===== src/rtl/lalu_pkg.sv =====
package lalu_pkg;

    localparam int DATA_W = 8;
    localparam int PAIR_W = 16;
    localparam int OP_W   = 5;

    localparam int FB_SIGN = 7;
    localparam int FB_ZERO = 6;
    localparam int FB_HALF = 4;
    localparam int FB_PAR  = 2;
    localparam int FB_CARRY = 0;

    localparam logic [DATA_W-1:0] RSV_SET = 8'h02;
    localparam logic [DATA_W-1:0] RSV_CLR = 8'h28;

    typedef enum logic [OP_W-1:0] {
        OP_ADD  = 5'd0,
        OP_ADC  = 5'd1,
        OP_SUB  = 5'd2,
        OP_SBB  = 5'd3,
        OP_CMP  = 5'd4,
        OP_AND  = 5'd5,
        OP_OR   = 5'd6,
        OP_XOR  = 5'd7,
        OP_INC  = 5'd8,
        OP_DEC  = 5'd9,
        OP_RLC  = 5'd10,
        OP_RRC  = 5'd11,
        OP_RAL  = 5'd12,
        OP_RAR  = 5'd13,
        OP_CMA  = 5'd14,
        OP_STC  = 5'd15,
        OP_CMC  = 5'd16,
        OP_DAA  = 5'd17,
        OP_PAIR = 5'd18,
        OP_FRST = 5'd19
    } op_e;

    typedef struct packed {
        logic [DATA_W-1:0] val;
        logic [DATA_W-1:0] flg;
    } alu_res_t;

    // Replace sign, zero and parity in a flag byte from a result byte.
    function automatic logic [DATA_W-1:0] put_szp(input logic [DATA_W-1:0] r,
                                                  input logic [DATA_W-1:0] f);
        logic [DATA_W-1:0] o;
        o = f;
        o[FB_SIGN] = r[DATA_W-1];
        o[FB_ZERO] = (r == '0);
        o[FB_PAR]  = ~(^r);
        return o;
    endfunction

    function automatic logic [DATA_W-1:0] fix_rsv(input logic [DATA_W-1:0] f);
        return (f | RSV_SET) & ~RSV_CLR;
    endfunction

endpackage


===== src/rtl/lalu_arith.sv =====
module lalu_arith
    import lalu_pkg::*;
(
    input  op_e                 op,
    input  logic [DATA_W-1:0]   a,
    input  logic [DATA_W-1:0]   b,
    input  logic [DATA_W-1:0]   f,
    output logic                hit,
    output alu_res_t            res
);
    localparam int NIB = DATA_W / 2;

    logic              cin;
    logic [DATA_W:0]   sum_w;
    logic [DATA_W:0]   dif_w;
    logic [NIB:0]      sum_n;
    logic [NIB:0]      dif_n;
    logic [DATA_W-1:0] inc_v;
    logic [DATA_W-1:0] dec_v;

    always_comb begin
        cin   = ((op == OP_ADC) || (op == OP_SBB)) ? f[FB_CARRY] : 1'b0;
        sum_w = {1'b0, a} + {1'b0, b} + {{DATA_W{1'b0}}, cin};
        dif_w = {1'b0, a} - {1'b0, b} - {{DATA_W{1'b0}}, cin};
        sum_n = {1'b0, a[NIB-1:0]} + {1'b0, b[NIB-1:0]} + {{NIB{1'b0}}, cin};
        dif_n = {1'b0, a[NIB-1:0]} - {1'b0, b[NIB-1:0]} - {{NIB{1'b0}}, cin};
        inc_v = a + {{(DATA_W-1){1'b0}}, 1'b1};
        dec_v = a - {{(DATA_W-1){1'b0}}, 1'b1};
    end

    always_comb begin
        hit     = 1'b1;
        res.val = a;
        res.flg = f;
        unique case (op)
            OP_ADD, OP_ADC: begin
                res.val = sum_w[DATA_W-1:0];
                res.flg = put_szp(sum_w[DATA_W-1:0], f);
                res.flg[FB_CARRY] = sum_w[DATA_W];
                res.flg[FB_HALF]  = sum_n[NIB];
            end
            OP_SUB, OP_SBB, OP_CMP: begin
                if (op != OP_CMP) res.val = dif_w[DATA_W-1:0];
                res.flg = put_szp(dif_w[DATA_W-1:0], f);
                res.flg[FB_CARRY] = dif_w[DATA_W];
                res.flg[FB_HALF]  = ~dif_n[NIB];
            end
            OP_INC: begin
                res.val = inc_v;
                res.flg = put_szp(inc_v, f);
                res.flg[FB_HALF] = (inc_v[NIB-1:0] == '0);
            end
            OP_DEC: begin
                res.val = dec_v;
                res.flg = put_szp(dec_v, f);
                res.flg[FB_HALF] = (dec_v[NIB-1:0] != '1);
            end
            default: hit = 1'b0;
        endcase
    end
endmodule


===== src/rtl/lalu_logic.sv =====
module lalu_logic
    import lalu_pkg::*;
(
    input  op_e                 op,
    input  logic [DATA_W-1:0]   a,
    input  logic [DATA_W-1:0]   b,
    input  logic [DATA_W-1:0]   f,
    output logic                hit,
    output alu_res_t            res
);
    logic [DATA_W-1:0] and_v, or_v, xor_v;

    always_comb begin
        and_v = a & b;
        or_v  = a | b;
        xor_v = a ^ b;
    end

    always_comb begin
        hit     = 1'b1;
        res.val = a;
        res.flg = f;
        unique case (op)
            OP_AND: begin
                res.val = and_v;
                res.flg = put_szp(and_v, f);
                res.flg[FB_HALF]  = or_v[3];
                res.flg[FB_CARRY] = 1'b0;
            end
            OP_OR, OP_XOR: begin
                res.val = (op == OP_OR) ? or_v : xor_v;
                res.flg = put_szp(res.val, f);
                res.flg[FB_HALF]  = 1'b0;
                res.flg[FB_CARRY] = 1'b0;
            end
            OP_RLC: begin
                res.val = {a[DATA_W-2:0], a[DATA_W-1]};
                res.flg[FB_CARRY] = a[DATA_W-1];
            end
            OP_RRC: begin
                res.val = {a[0], a[DATA_W-1:1]};
                res.flg[FB_CARRY] = a[0];
            end
            OP_RAL: begin
                res.val = {a[DATA_W-2:0], f[FB_CARRY]};
                res.flg[FB_CARRY] = a[DATA_W-1];
            end
            OP_RAR: begin
                res.val = {f[FB_CARRY], a[DATA_W-1:1]};
                res.flg[FB_CARRY] = a[0];
            end
            OP_CMA: res.val = ~a;
            OP_STC: res.flg[FB_CARRY] = 1'b1;
            OP_CMC: res.flg[FB_CARRY] = ~f[FB_CARRY];
            default: hit = 1'b0;
        endcase
    end
endmodule


===== src/rtl/lalu_decadj.sv =====
module lalu_decadj
    import lalu_pkg::*;
(
    input  logic [DATA_W-1:0]   a,
    input  logic [DATA_W-1:0]   f,
    output alu_res_t            res
);
    localparam int NIB = DATA_W / 2;

    logic [NIB-1:0]    lo, hi;
    logic              lo_fix, hi_fix;
    logic [DATA_W-1:0] adj;
    logic [NIB:0]      half;
    logic [DATA_W-1:0] r;

    always_comb begin
        lo     = a[NIB-1:0];
        hi     = a[DATA_W-1:NIB];
        lo_fix = f[FB_HALF] || (lo > 4'd9);
        hi_fix = f[FB_CARRY] || (hi > 4'd9) || ((hi >= 4'd9) && (lo > 4'd9));
        adj    = {(hi_fix ? 4'h6 : 4'h0), (lo_fix ? 4'h6 : 4'h0)};
        half   = {1'b0, lo} + {1'b0, adj[NIB-1:0]};
        r      = a + adj;
        res.val = r;
        res.flg = put_szp(r, f);
        res.flg[FB_HALF]  = half[NIB];
        res.flg[FB_CARRY] = hi_fix ? 1'b1 : f[FB_CARRY];
    end
endmodule


===== src/rtl/legacy_alu8.sv =====
module legacy_alu8
    import lalu_pkg::*;
#(
    parameter int PW = PAIR_W
) (
    input  logic              clk,
    input  logic              rst,
    input  logic              in_valid,
    input  logic [4:0]        in_op,
    input  logic [7:0]        in_acc,
    input  logic [7:0]        in_opnd,
    input  logic [7:0]        in_flags,
    input  logic [PW-1:0]     in_pair_a,
    input  logic [PW-1:0]     in_pair_b,
    output logic              out_valid,
    output logic [7:0]        out_acc,
    output logic [7:0]        out_flags,
    output logic [PW-1:0]     out_pair
);
    op_e      op;
    logic     ar_hit, lg_hit;
    alu_res_t ar_res, lg_res, da_res;
    alu_res_t pick;
    logic [PW:0]   pair_sum;
    logic [PW-1:0] pair_nxt;

    assign op = op_e'(in_op);

    lalu_arith u_arith (
        .op (op), .a (in_acc), .b (in_opnd), .f (in_flags),
        .hit (ar_hit), .res (ar_res)
    );

    lalu_logic u_logic (
        .op (op), .a (in_acc), .b (in_opnd), .f (in_flags),
        .hit (lg_hit), .res (lg_res)
    );

    lalu_decadj u_decadj (
        .a (in_acc), .f (in_flags), .res (da_res)
    );

    always_comb begin
        pair_sum = {1'b0, in_pair_a} + {1'b0, in_pair_b};
        pair_nxt = in_pair_a;
        pick.val = in_acc;
        pick.flg = in_flags;
        if (ar_hit) begin
            pick = ar_res;
        end else if (lg_hit) begin
            pick = lg_res;
        end else if (op == OP_DAA) begin
            pick = da_res;
        end else if (op == OP_PAIR) begin
            pair_nxt = pair_sum[PW-1:0];
            pick.flg[FB_CARRY] = pair_sum[PW];
        end else if (op == OP_FRST) begin
            pick.flg = in_opnd;
        end
        pick.flg = fix_rsv(pick.flg);
    end

    always_ff @(posedge clk) begin
        if (rst) begin
            out_valid <= 1'b0;
            out_acc   <= '0;
            out_flags <= RSV_SET;
            out_pair  <= '0;
        end else begin
            out_valid <= in_valid;
            if (in_valid) begin
                out_acc   <= pick.val;
                out_flags <= pick.flg;
                out_pair  <= pair_nxt;
            end
        end
    end
endmodule


===== config.mk =====
export PLATFORM = sky130hd
export DESIGN_NAME = legacy_alu8
export DESIGN_NICKNAME = d
export VERILOG_FILES = /design/src/rtl/lalu_pkg.sv /design/src/rtl/lalu_arith.sv /design/src/rtl/lalu_logic.sv /design/src/rtl/lalu_decadj.sv /design/src/rtl/legacy_alu8.sv
export SDC_FILE = /design/constraint.sdc
export NUM_CORES = 1
export LEC_CHECK = 0
export ABC_CLOCK_PERIOD_IN_PS = 5900
export BUFFER_PORTS_ARGS = -buffer_cell sky130_fd_sc_hd__clkbuf_2
export CORE_ASPECT_RATIO = 1.2
export CORE_MARGIN = 10
export CORE_UTILIZATION = 60
export DETAILED_ROUTE_END_ITERATION = 10
export PLACE_DENSITY_LB_ADDON = 0.08
export SLEW_MARGIN = 5
export SYNTH_ARGS = -nofsm -noshare
export SYNTH_HDL_FRONTEND = slang
export SYNTH_SLANG_ARGS = --single-unit
export TNS_END_PERCENT = 50

===== constraint.sdc =====
create_clock -name clk -period 5.9 [get_ports clk]
set_input_delay 0.295 -clock clk [delete_from_list [all_inputs] [get_ports clk]]
set_output_delay 0.295 -clock clk [all_outputs]
set_load 0.03 [all_outputs]

# == Word-level counts from Yosys, hierarchy flattened ==
# Index checks and enable logic that the tools add are counted.
# op_classes
eq_ne,21
magnitude_cmp,3
n_reduce_logical,29
n_mux,23
add_sub_neg,13
bitwise,13
# op_table
cell,n
two-way mux 16 bit,6
one-hot mux 16 bit (4 select lines),1
logical NOT 8 bit,7
one-hot mux 8 bit (7 select lines),1
parity 8 bit,7
== test 5 x 4 -> 1 bit (second input constant),8
two-way mux 8 bit,5
== test 5 x 3 -> 1 bit (second input constant),4
== test 5 bit (second input constant),4
adder 16 x 16 -> 17 bit,1
one-hot mux 7 bit (2 select lines),1
adder 4 x 4 -> 5 bit,2
== test 5 x 2 -> 1 bit (second input constant),2
OR reduction 10 bit,1
adder 8 x 8 -> 9 bit,1
adder 9 x 1 -> 9 bit,1
inverter 1 bit,9
subtractor 8 x 8 -> 9 bit,1
subtractor 9 x 1 -> 9 bit,1
adder 8 x 1 -> 8 bit (second input constant),1
adder 8 bit,1
AND 8 bit,1
greater-than comparator 4 bit (second input constant),2
inverter 8 bit,1
other kinds (21),33
# word_totals
elab_cells,106
reg_bits,30
input_bits,64
out_inout_bits,33

# == Depth between registers and ports, before layout ==
# Gate-level depths: netlist of the first run.
# logic_depth
word_depth,10
ltp_mapped,22
depth_no_buf,20

# == By module ==
# A second synthesis of the first run with hierarchy kept.
# unflattened
hier_cells,838
area_unflattened_um2,6254.7
# by_module_without_submodules
mod,area_each_um2,instances,seq_area_each_um2,cells_per_inst
legacy_alu8,2477.4,1,600.6,317
lalu_arith,2053.2,1,0.0,270
lalu_logic,1337.5,1,0.0,205
lalu_decadj,386.6,1,0.0,46

# == Worst setup path after synthesis of the first run ==
# Ideal clock, no wire load.
# synth_path
kind,input port to flip-flop
from,in in_op[3]
to,reg out_flags[2]
n_path_buf,1
setup_ns,0.134
slack_ns,2.113
cell_stages,21
t_required_ns,5.766
arrival_time_ns,3.653
cell_sequence,buf_4 or2_2 nor2_1 nand3_1 inv_1 fa_1 inv_1 ha_1 o21ai_0 a211oi_1 a21o_1 a21oi_1 xnor2_1 inv_1 ha_1 xor2_1 xnor2_1 a22oi_1 o211ai_1 a21oi_1 a211oi_1
# synth_between
elab_chain_len,8
word_cells_on_any_way,45
classes_between,2 x add/sub; 19 x eq/ne; 11 x mux; 3 x bitwise; 10 x reduce/logical
# synth_rtl
element,line_no,rtl
start: declaration,legacy_alu8.sv:9,"input logic [4:0] in_op,"
== test 5 x 1 -> 1 bit / == test 5 x 2 -> 1 bit (equally long branches),"lalu_arith.sv:22, lalu_arith.sv:35",
logical OR 1 bit,lalu_arith.sv:22,cin = ((op == OP_ADC) || (op == OP_SBB)) ? f[FB_CARRY] : 1'b0;
two-way mux 1 bit,lalu_arith.sv:22,
subtractor 9 x 1 -> 9 bit / adder 9 x 1 -> 9 bit (equally long branches),"lalu_arith.sv:24, lalu_arith.sv:23",
parity 8 bit,lalu_pkg.sv:51,o[FB_PAR] = ~(^r);
inverter 1 bit,lalu_pkg.sv:51,
one-hot mux 16 bit (4 select lines),lalu_arith.sv:35,unique case (op)
two-way mux 16 bit *,legacy_alu8.sv:48,if (ar_hit) begin
end signal: assignment,legacy_alu8.sv:73,out_flags <= pick.flg;
end: declaration,legacy_alu8.sv:17,"output logic [7:0] out_flags,"
# Mark *: on every way between the ends. The rest lies on a longest branch, timed or not.
# A chain may end at the register's enable or synchronous reset.

# == Worst setup path in the final report of the first run ==
# Same ends and word-level chain as after synthesis.

==> results of run 1 <==
worst min-delay path, cell delays in order:
cell                       delay (ns)
sky130_fd_sc_hd__clkbuf_2        0.09
sky130_fd_sc_hd__nand2_1         0.05
sky130_fd_sc_hd__a311oi_1        0.08
metal layers:
layer / vias to the layer above / share of wire / track usage
met2: 336 / 0.47 / 0.465
met1: 2787 / 0.37 / 0.316
met4: 0 / 0.064 / 0.170
met5: - / 0 / 0
li1: 2790 / - / -
met3: 84 / 0.091 / 0.0642
cells in the final DEF, fill, tap and decap left out, types with 8 or more instances in the layout:
cell	instances
sky130_fd_sc_hd__nor2_1	90
sky130_fd_sc_hd__clkbuf_2	90
sky130_fd_sc_hd__ha_1	82
sky130_fd_sc_hd__nand2_1	64
sky130_fd_sc_hd__inv_1	46
sky130_fd_sc_hd__o21ai_0	46
sky130_fd_sc_hd__xnor2_1	44
sky130_fd_sc_hd__a21oi_1	40
sky130_fd_sc_hd__dfxtp_1	30
sky130_fd_sc_hd__xor2_1	21
sky130_fd_sc_hd__a211oi_1	19
sky130_fd_sc_hd__nor3_1	15
sky130_fd_sc_hd__nand3_1	14
sky130_fd_sc_hd__a311oi_1	14
sky130_fd_sc_hd__a21o_1	11
sky130_fd_sc_hd__o221ai_1	11
sky130_fd_sc_hd__nand2b_1	10
sky130_fd_sc_hd__o211ai_1	9
sky130_fd_sc_hd__o21a_1	8
sky130_fd_sc_hd__buf_4	8
worst max-delay path by stage:
stage / startpoint / endpoint / slack [ns]
final: in_op[3] / out_flags[2] / 1.59
after detailed placement: in_op[3] / out_flags[2] / 1.48
after global routing: in_op[3] / out_flags[2] / 1.42
after floorplan: in_op[3] / out_flags[2] / 2.11
after global placement: in_op[3] / out_flags[2] / 1.53
after CTS: in_op[3] / out_flags[2] / 1.76
report_power, final:
group / internal (µW) / switching [µW] / leakage, µW
combinational: 249 / 386 / 0.00238
sequential: 218 / 8.51 / 0.000249
clock: 94.0 / 80.5 / 0.0000482
state kept, by name (all words and copies together) (netlist names):
name and cells:
out_pair 16, out_acc 8, out_flags 5, out_valid 1
final cells by class:
type	count	area (µm²)
Timing Repair Buffer	98	510
Multi-Input combinational cell	621	4440
Clock buffer	7	86.3
Inverter	50	188
Fill cell	813	2960
Tap cell	120	150
Sequential cell	30	601
Clock inverter	1	5.00
through the flow:
step	utilization	instances	total power (µW)	hold slack (ns)	worst slack (ns)
5_1_grt	0.669	927	1110	0.308	1.42
6_report	0.669	927	1040	0.271	1.59
3_3_place_gp	0.658	919	830	0.464	1.53
3_5_place_dp	0.658	919	849	0.468	1.48
4_1_cts	0.669	927	1020	0.269	1.76
2_1_floorplan	-	740	688	0.398	2.11
logic make-up (layout without fill, tap and decap cells):
logic type / after synthesis / in the layout / share of synthesized area
other cells: 2 / 3 / 0.00138
simple gates: 240 / 240 / 0.211
mux: 6 / 6 / 0.0110
buf+inv: 89 / 156 / 0.0752
fa+ha+maj: 88 / 88 / 0.211
xor+xnor: 65 / 65 / 0.105
compound gates: 219 / 219 / 0.276
flops: 30 / 30 / 0.110
==> results.txt, run 1 <==
* Endpoint kind of the worst setup timing path: flop
* Core Footprint: 8940 µm²
- The cell family contributing the most delay on the critical path is compound AO/OA/AOI/OAI gates.
- Number of cells on the worst hold path: 3
* Maximum frequency from static timing analysis: 232 MHz
* PortBufs: 90
- The clock passes through at most 2 buffers.
- The worst pin sits at a relative slew slack of 0.252.
- Largest area contributor in the netlist: sky130_fd_sc_hd__ha_1
- Area share of the leading cell type in the synthesized netlist: 0.189
* Hold violation total from the final report: 0
- Summed over all cells, the static leakage comes to 0.00267 µW.
- Total DRC errors in the routed layout: 0
- The detailed router placed 5997 vias in this run.
- Worst setup path category: input pin to flop
* Destination of the worst register-to-register timing path: out_acc[4]
- In this run the vertical extent of the chip is 124 µm.
- Number of warnings issued by yosys: 0
- On the worst path, the slowest cell contributes a delay of 0.49 ns.
* Clock period minus worst slack: 4.31 ns
- Along the worst path, the maximum fanout reaches 4.
- PostCTS Resize Cnt: 0
- Post-route cell area: 5980 µm²
- Number of sinks on the clock net: 30
- Count of final setup violators: 0
- Slew at the pin closest to its max-slew limit: 1.12 ns
* Largest clock skew in the final design: 0 ns
* Final cycle utilization of the critical path: 0.730
* Worst reg2reg startpoint: out_acc[4]
* TritonRoute pass-1 iters: 5
- Worst hold start: in_pair_a[10]
* Critical Path AT: 4.45 ns
- Hold worst-path end: out_pair[10]
- DPL Wire Length: 15200 µm
- For this run, the total global-route usage over all layers was measured as 0.280.
- Crit path required time: 6.05 ns
- The signal on the critical path passes through clkbuf_2 > or2_2 > nor2_1 > nand3_1 > inv_1 > fa_1 > inv_1 > ha_1 > o21ai_0 > a211oi_1 > a21o_1 > a21oi_1 > xnor2_1 > inv_1 > ha_1 > xor2_1 > xnor2_1 > a22oi_1 > o211ai_1 > a21oi_1 > a211oi_1.
* Post-CTS setup buffer count: 0
* Number of distinct library cells after synthesis: 76
- Counting flops with a built-in enable in the synthesized netlist gives 0.
* Main area contributors after synthesis: sky130_fd_sc_hd__ha_1 (19%), sky130_fd_sc_hd__dfxtp_1 (11%), sky130_fd_sc_hd__xnor2_1 (7.1%)
* RSZ-0062 raised after global routing: no
* Async set-reset flop share out of synthesis: 0
- The net count of the finished layout is 958.
- Of the synthesized area, sequential elements account for 0.110.
- By instance count, the leading cell after synthesis is sky130_fd_sc_hd__nor2_1.
- Once placement finished, the instance area stood at 5890 µm².
- Inserted Clock Buffers: 5
* Setup TNS after final layout: 0 ns
- Dividing total power by cell area gives a power density of 174 nW/µm².
- Clock tree from TritonCTS: built
- Gate count after technology mapping: 739
- The repair_antennas step left the layout with diodes totalling 0.
- Run status: finished clean
- After the first detailed-routing iteration, the DRC count stood at 571.
- In this run the register-to-register setup slack is 4.75 ns.
- FP Rows: 38
- STA classifies the critical path startpoint as an input pin.
* Max cap viols: 0
- Commonest register cell after synthesis: sky130_fd_sc_hd__dfxtp_1
* WL final: 19300 µm
- Clock latency on the worst-skew pair, taken at its later pin, is 0.29 ns.
* Total stage count of the critical path: 21
- The initial antenna violation count was 0.
- Crit path buffers/inverters: 4
- Netlist Area Pre-Place: 5440 µm²
* Die Width: 107 µm
* P&R area growth vs syn: 9.82%
- H-tree level count: 2
- For this configuration, the core starts out at a cell density of 0.609.
- Via count of the first global-routing pass: 5976
- Of the cells placed in the final design, the portion with a size suffix greater than 1 is 0.156.
- Number of I/O pins: 97
* Crit path top cell by count: sky130_fd_sc_hd__inv_1
- The first global-routing pass estimated 30600 µm of wire.
* Number of max-slew violations in the final report: 0
- Routed length per instance: 20.8 µm
* Global-route congestion overflow total: 0
- CTS placed an instance of sky130_fd_sc_hd__clkbuf_8 at the clock tree root.
* Clock Pin Slew Worst Setup and Hold Paths: 0.07 ns
* Hold crit path type: input pin to flop
- List of most frequent post-synthesis cells: sky130_fd_sc_hd__nor2_1 (90), sky130_fd_sc_hd__ha_1 (82), sky130_fd_sc_hd__nand2_1 (64)
- Routability congestion estimate from global placement: 1.01
- Worst voltage drop across the vdd grid: 110 µV
- Number of cells traversed by the worst register-to-register path: 3
- Entering global routing, the biggest net connects 58 pins.
- Worst-path cell with the longest stage delay: sky130_fd_sc_hd__xnor2_1
* Mapped Avg Cell Area: 7.36 µm²
- Area enclosed by the die boundary: 13300 µm²
- Drt via density: 6.47
* Antenna violation net count after detailed routing: 0
- Register bit total from synthesis: 30
- Number of hold-repair buffers added at the cts stage: 0
No activity file was read; power rests on OpenSTA's default activity.
==> run 2: changes to the inputs <==
ABC_CLOCK_PERIOD_IN_PS = 4430   (was 5900)
CORE_UTILIZATION = 59   (was 60)
clock period = 4.43 ns   (was 5.9 ns; I/O delays follow)
==> results.txt, run 2 (synthesized netlist as in run 1, its figures left out) <==
- Run status: finished clean
- For hold timing, the worst endpoint is out_pair[6].
* Total DRC errors in the routed layout: 0 (unchanged)
* Fin nets: 966 (+0.84%)
- Slew at the pin closest to its max-slew limit: 1.08 ns (-0.0368 ns)
* Number of fillers in the final layout: 838 (+3.1%)
* Number of antenna violations at the first check in global routing: 0 (unchanged)
- Number of cells on the worst hold path: 3 (unchanged)
- Hold violation total from the final report: 0 (unchanged)
- Largest clock skew in the final design: 0 ns (unchanged)
- Worst hold start: in_pair_a[6]
- The clock period could shrink to 3.98 ns.
- DIE HEIGHT: 125 µm (+0.71%)
* TritonRoute pass-1 iters: 6 (+1)
- DP Area: 5950 µm² (+1.0%)
* H-tree level count: 2 (unchanged)
- Final cycle utilization of the critical path: 0.898
- The number of gates resized after CTS was 0 (unchanged).
* Static Leak: 0.00272 µW (+1.8%)
* Via count of the first global-routing pass: 5919 (-0.95%)
- Routed length on met1: 7140 µm (-0.45%)
- The power per standard cell area is 238 nW/µm² (+37%).
* Crit path top cell by count: sky130_fd_sc_hd__inv_1
- Share of layout cells above drive strength 1: 0.165 (+0.00849)
- Critical Path AT: 4.12 ns (-0.33 ns)
- Setup TNS after final layout: 0 ns (unchanged)
- Root buffer selected by CTS: sky130_fd_sc_hd__clkbuf_8
- The effective utilization at floorplan was 0.602 (-0.00641).
- The area of all placed cells without fillers came to 6060 µm² (+1.4%).
* Clock tree from TritonCTS: built
* Global-route wire length before repair: 30100 µm (-1.6%)
* Number of max-slew violations in the final report: 0 (unchanged)
* Met2 wire length: 8850 µm (-3.2%)
* Hold crit path type: input pin to flop
* DR WL met3: 1840 µm (+4.5%)
- The average via count per standard cell is 6.43 (-0.60%).
* Number of sinks on the clock net: 30 (unchanged)
* Max cap viols: 0 (unchanged)
* RSZ-0062 raised after global routing: no
- The number of nets with antenna violations after detailed routing came to 0 (unchanged).
- The library cells used most frequently in the layout, excluding fill and tap cells, are sky130_fd_sc_hd__nor2_1 (90), sky130_fd_sc_hd__clkbuf_2 (90), sky130_fd_sc_hd__ha_1 (82), sky130_fd_sc_hd__nand2_1 (64).
* Destination of the worst register-to-register timing path: out_acc[4]
* Global-route congestion overflow total: 0 (unchanged)
- Worst-path cell with the longest stage delay: sky130_fd_sc_hd__fa_1
- Clock Pin Slew Worst Setup and Hold Paths: 0.06 ns (about the same)
- Overall track demand over capacity in global routing: 0.274 (-0.00625)
* Maximum number of pins on one net before global-route repair: 36 (-38%)
* Registers with the highest flip-flop counts: out_pair x16, out_acc x8, out_flags x5
- Worst voltage drop across the vdd grid: 126 µV (+15%)
- Number of I/O pins: 97 (unchanged)
- WL final: 19300 µm (-0.19%)
- The number of hold buffers added after cts came to 0 (unchanged).
- Largest register by flop count: out_pair
- The width of the chip was 108 µm (+0.69%).
- DPL Wire Length: 15400 µm (+1.5%)
- Worst setup path category: input pin to flop
* Worst path cell trace: clkbuf_2 > or2_2 > nor2_1 > nand3_1 > inv_1 > fa_1 > inv_1 > ha_1 > o21ai_0 > a211oi_1 > a21o_1 > a21oi_1 > xnor2_1 > inv_1 > ha_1 > xor2_1 > xnor2_1 > a22oi_1 > o211ai_1 > a21oi_1 > a211oi_1
- The number of antenna cells inserted was 0 (unchanged).
- Minimum hold slack: 0.195 ns (-0.0768 ns)
* Endpoint kind of the worst setup timing path: flop
* Core Footprint: 9030 µm² (+1.1%)
* Via count: 6006 (+0.15%)
* Highest metal layer with signal wires: met4
* FP Rows: 38 (unchanged)
* Max stage delay on crit path: 0.47 ns (-0.02 ns)
* Routed length per instance: 20.6 µm (-0.93%)
- The area of the die was 13500 µm² (+1.4%).
- The worst setup path is launched from an input pin.
- Worst reg2reg startpoint: out_acc[4]
* Iteration-0 DRC count of the detailed router: 727 (+27%)
- The number of buffers on the longest clock path came to 2 (unchanged).
- The total clock buffers created by CTS is 5 (unchanged).
- The final-report setup violation count came to 0 (unchanged).
- For this run, the top clock speed supported by timing is 251 MHz.
- The critical-path maximum fanout was 4 (unchanged).
- The number of cells traversed by the worst register-to-register path was 3 (unchanged).
- R2R setup slack: 3.21 ns (-1.54 ns)
* Crit path required time: 4.57 ns (-1.48 ns)
- The clock latency of the later-clocked register in the worst-skew pair came to 0.29 ns (about the same).
- P&R area growth vs syn: 11.3%
- Max reg flops: 16 (unchanged)
* Post-CTS setup buffer count: 0 (unchanged)
- PortBufs: 90 (unchanged)
- The relative max-transition margin came to 0.277 (+0.0246).
* Routability congestion estimate from global placement: 1.08 (+7.0%)
==> run 2: area by class of cell <==
cell class                 instances  area (µm²)  share of cell area
clock buffer                       6        82.6              0.0136
clock inverter                     1        30.0             0.00496
inverter                          50         188              0.0310
multi-input combinational        621        4440               0.732
sequential                        30         601              0.0991
tap                              120         150              0.0248
timing repair buffer             106         571              0.0942
==> run 2: critical path, delay by kind of cell <==
| kind | cells | cell delay (ns) |
|---|---|---|
| AO/OA/AOI/OAI | 8 | 1.23 |
| XOR/XNOR | 3 | 0.63 |
| buffers and inverters | 4 | 0.41 |
| AND/OR/NAND/NOR | 3 | 0.71 |
| adder cells (fa/ha/maj) | 3 | 0.92 |
==> run 2: report_power, final <==
group	switching [µW]	internal, µW	leakage [µW]
Sequential	11.6	291	0.000249
Combinational	509	340	0.00241
Clock	109	180	0.0000573
Total	629	811	0.00272
==> run 2: routing by layer <==
metal | vias to the layer above | GRT usage
li1 | 2811 | -
met1 | 2745 | 0.299
met2 | 350 | 0.449
met3 | 100 | 0.0642
met4 | 0 | 0.202
met5 | - | 0
==> run 2: worst max path at each step <==
stage	from	end	slack, ns	cells past startpoint
floorplan	in_op[3]	out_flags[2]	0.72	21
global placement	in_op[3]	out_flags[2]	0.36	21
detailed placement	in_op[3]	out_flags[2]	0.24	21
CTS	in_op[3]	out_flags[2]	0.54	21
global route	in_op[3]	out_flags[2]	0.20	21
finish	in_op[3]	out_flags[2]	0.45	21
==> run 2: stage by stage <==
step | setup WS [ns] | util | power, µW | instances
finish | 0.451 | 0.671 | 1440 | 934
global route | 0.204 | 0.671 | 1530 | 934
CTS | 0.537 | 0.671 | 1430 | 934
detailed placement | 0.238 | 0.658 | 1140 | 927
global placement | 0.356 | 0.658 | 1110 | 927
floorplan | 0.717 | - | 916 | 740
==> run 3: changes to the inputs <==
CORE_MARGIN = unset   (was 10)
==> results.txt, run 3 (synthesized netlist as in run 1, its figures left out) <==
- Run status: finished, violations left
- The checks that failed: design-rule violations.
- Clock tree synthesis selected as its root buffer the cell sky130_fd_sc_hd__clkbuf_8.
* Source of the critical timing path: in_op[3]
* Worst max-slew margin expressed relative to the limit: 0.245 (-0.0322)
* PostCTS Resize Cnt: 0 (unchanged)
- The buffers inserted during post-CTS setup optimization came to 0 (unchanged).
* Worst voltage drop across the vdd grid: 114 µV (-9.9%)
- The setup TNS after final layout is 0 ns (unchanged).
- Setup repair after global routing left no endpoint under its margin.
- The flip-flop count of the largest register, all copies and words added is 16 (unchanged).
- The width of the chip was 89.7 µm (-17%).
* Number of hold-repair buffers added at the cts stage: 0 (unchanged)
- Area enclosed by the die boundary: 9620 µm² (-29%)
- Max cap viols: 0 (unchanged)
* Total DRC errors in the routed layout: 1 (+1)
- DP Area: 5950 µm² (+0.13%)
- Antenna violation net count after detailed routing: 0 (unchanged)
- Skew-Pair Late Insertion Delay: 0.29 ns (about the same)
* Initial core utilization: 0.606 (+0.00319)
* FP Rows: 38 (unchanged)
- Crit path required time: 4.58 ns (about the same)
- The critical-path maximum fanout came to 4 (unchanged).
* WL final: 19000 µm (-1.3%)
- R2R setup slack: 3.22 ns (about the same)
- The number of buffers on the longest clock path is 2 (unchanged).
* Share of layout cells above drive strength 1: 0.164 (-0.000403)
* PortBufs: 90 (unchanged)
* Via count of the first global-routing pass: 5689 (-3.9%)
* Routability congestion estimate from global placement: 1.04 (-3.2%)
- The initial antenna violation count is 0 (unchanged).
* Largest register by flop count: out_pair
* P&R area growth vs syn: 11.3% (about the same)
* Maximum frequency from static timing analysis: 250 MHz (-0.38%)
- The largest registers in the layout are out_pair x16, out_acc x8, out_flags x5.
- The H-tree level count is 2 (unchanged).
* DIE HEIGHT: 107 µm (-14%)
- Number of cells traversed by the worst register-to-register path: 3 (unchanged)
- Worst reg2reg startpoint: out_acc[4]
- The pin count of the biggest net entering global routing was 36 (unchanged).
- The power per standard cell area was 236 nW/µm² (-0.67%).
- The final worst clock skew came to 0 ns (unchanged).
- Critical Path AT: 4.14 ns (+0.02 ns)
- The first-pass GRT wire length is 28800 µm (-4.4%).
- The clock-pin slew on the worst setup and hold paths came to 0.07 ns (about the same).
- Layout Utilization: 0.674 (+0.00369)
- In this run the worst setup path terminates at out_flags[2].
- TritonRoute pass-1 iters: 8 (+2)
- Hold violation total from the final report: 0 (unchanged)
- Destination of the worst register-to-register timing path: out_acc[4]
- Final cycle utilization of the critical path: 0.902 (+0.00343)
* Drt via density: 6.40 (-0.46%)
* Post-route cell area: 6060 µm² (about the same)
- The number of top-level design ports was 97 (unchanged).
* Fin nets: 967 (+0.10%)
* Inserted Clock Buffers: 5 (unchanged)
- The worst setup path is launched from an input pin.
- Endpoint kind of the worst setup timing path: flop
- The total track usage was 0.400 (+0.126).
- The number of antenna cells inserted is 0 (unchanged).
- Leading cell types in the layout, fill and taps excluded: sky130_fd_sc_hd__nor2_1 (90), sky130_fd_sc_hd__clkbuf_2 (90), sky130_fd_sc_hd__ha_1 (82), sky130_fd_sc_hd__nand2_1 (64)
* Routed length per instance: 20.3 µm (-1.5%)
* Hold crit path type: input pin to flop
- The total grt overflow came to 0 (unchanged).
* Core Footprint: 8990 µm² (-0.53%)
* DPL Wire Length: 15100 µm (-2.2%)
- The total count of max-transition violations in the final report is 0 (unchanged).
- Clock period minus worst slack: 3.99 ns (+0.0152 ns)
- Clock tree from TritonCTS: built
* Slew at the pin closest to its max-slew limit: 1.13 ns (+0.0481 ns)
- Iteration-0 DRC count of the detailed router: 657 (-9.6%)
* Number of sinks on the clock net: 30 (unchanged)
* Count of final setup violators: 0 (unchanged)
- Via count: 5991 (-0.25%)
- The leakage power came to 0.00272 µW (about the same).
- Worst setup path category: input pin to flop
-- run 3: how the worst min path moves through the flow --
| stage | start | end | slack (ns) | cells after the start |
|---|---|---|---|---|
| final | in_pair_a[11] | out_pair[11] | 0.19 | 3 |
| after global routing | in_pair_a[11] | out_pair[11] | 0.21 | 3 |
| after detailed placement | out_pair[9] | out_pair[9] | 0.47 | 1 |
| after floorplan | rst | out_valid | 0.32 | 1 |
| after global placement | out_pair[2] | out_pair[2] | 0.46 | 2 |
| after CTS | in_pair_a[11] | out_pair[11] | 0.19 | 3 |
-- run 3: layout make-up --
class                   instances  area (µm²)
multi-input cells             621        4440
fillers                       798        2930
flip-flops and latches         30         601
repair buffers                107         578
inverters                      50         188
well taps                     120         150
clock buffers                   7        76.3
clock inverters                 1        30.0
-- run 3: layer usage --
metal	track usage	part of all wire	vias up
li1	-	-	2813
met1	0.446	0.37	2764
met2	0.661	0.47	325
met3	0.0693	0.086	89
met4	0.302	0.075	0
met5	0	0	-
-- run 3: through the flow --
stage	power, µW	worst slack [ns]	hold slack [ns]	instances
detailed placement	1140	0.246	0.473	928
global placement	1120	0.421	0.461	928
floorplan	916	0.717	0.324	740
finish	1430	0.436	0.192	936
global route	1520	0.286	0.208	936
CTS	1420	0.550	0.189	936
-- run 3: power by group --
part	switching, µW	total (µW)	internal (µW)
clock	108	277	168
sequential	11.6	303	291
combinational	510	851	341
total	630	1430	800
-- run 3: worst max-delay path, stage by stage --
cell,delay [ns]
sky130_fd_sc_hd__clkbuf_2,0.09
sky130_fd_sc_hd__or2_2,0.35
sky130_fd_sc_hd__nor2_1,0.14
sky130_fd_sc_hd__nand3_1,0.22
sky130_fd_sc_hd__inv_1,0.13
sky130_fd_sc_hd__fa_1,0.47
sky130_fd_sc_hd__inv_1,0.12
sky130_fd_sc_hd__ha_1,0.15
sky130_fd_sc_hd__o21ai_0,0.14
sky130_fd_sc_hd__a211oi_1,0.37
sky130_fd_sc_hd__a21o_1,0.18
sky130_fd_sc_hd__a21oi_1,0.07
sky130_fd_sc_hd__xnor2_1,0.22
sky130_fd_sc_hd__inv_1,0.07
sky130_fd_sc_hd__ha_1,0.28
sky130_fd_sc_hd__xor2_1,0.22
sky130_fd_sc_hd__xnor2_1,0.11
sky130_fd_sc_hd__a22oi_1,0.20
sky130_fd_sc_hd__o211ai_1,0.12
sky130_fd_sc_hd__a21oi_1,0.15
sky130_fd_sc_hd__a211oi_1,0.09
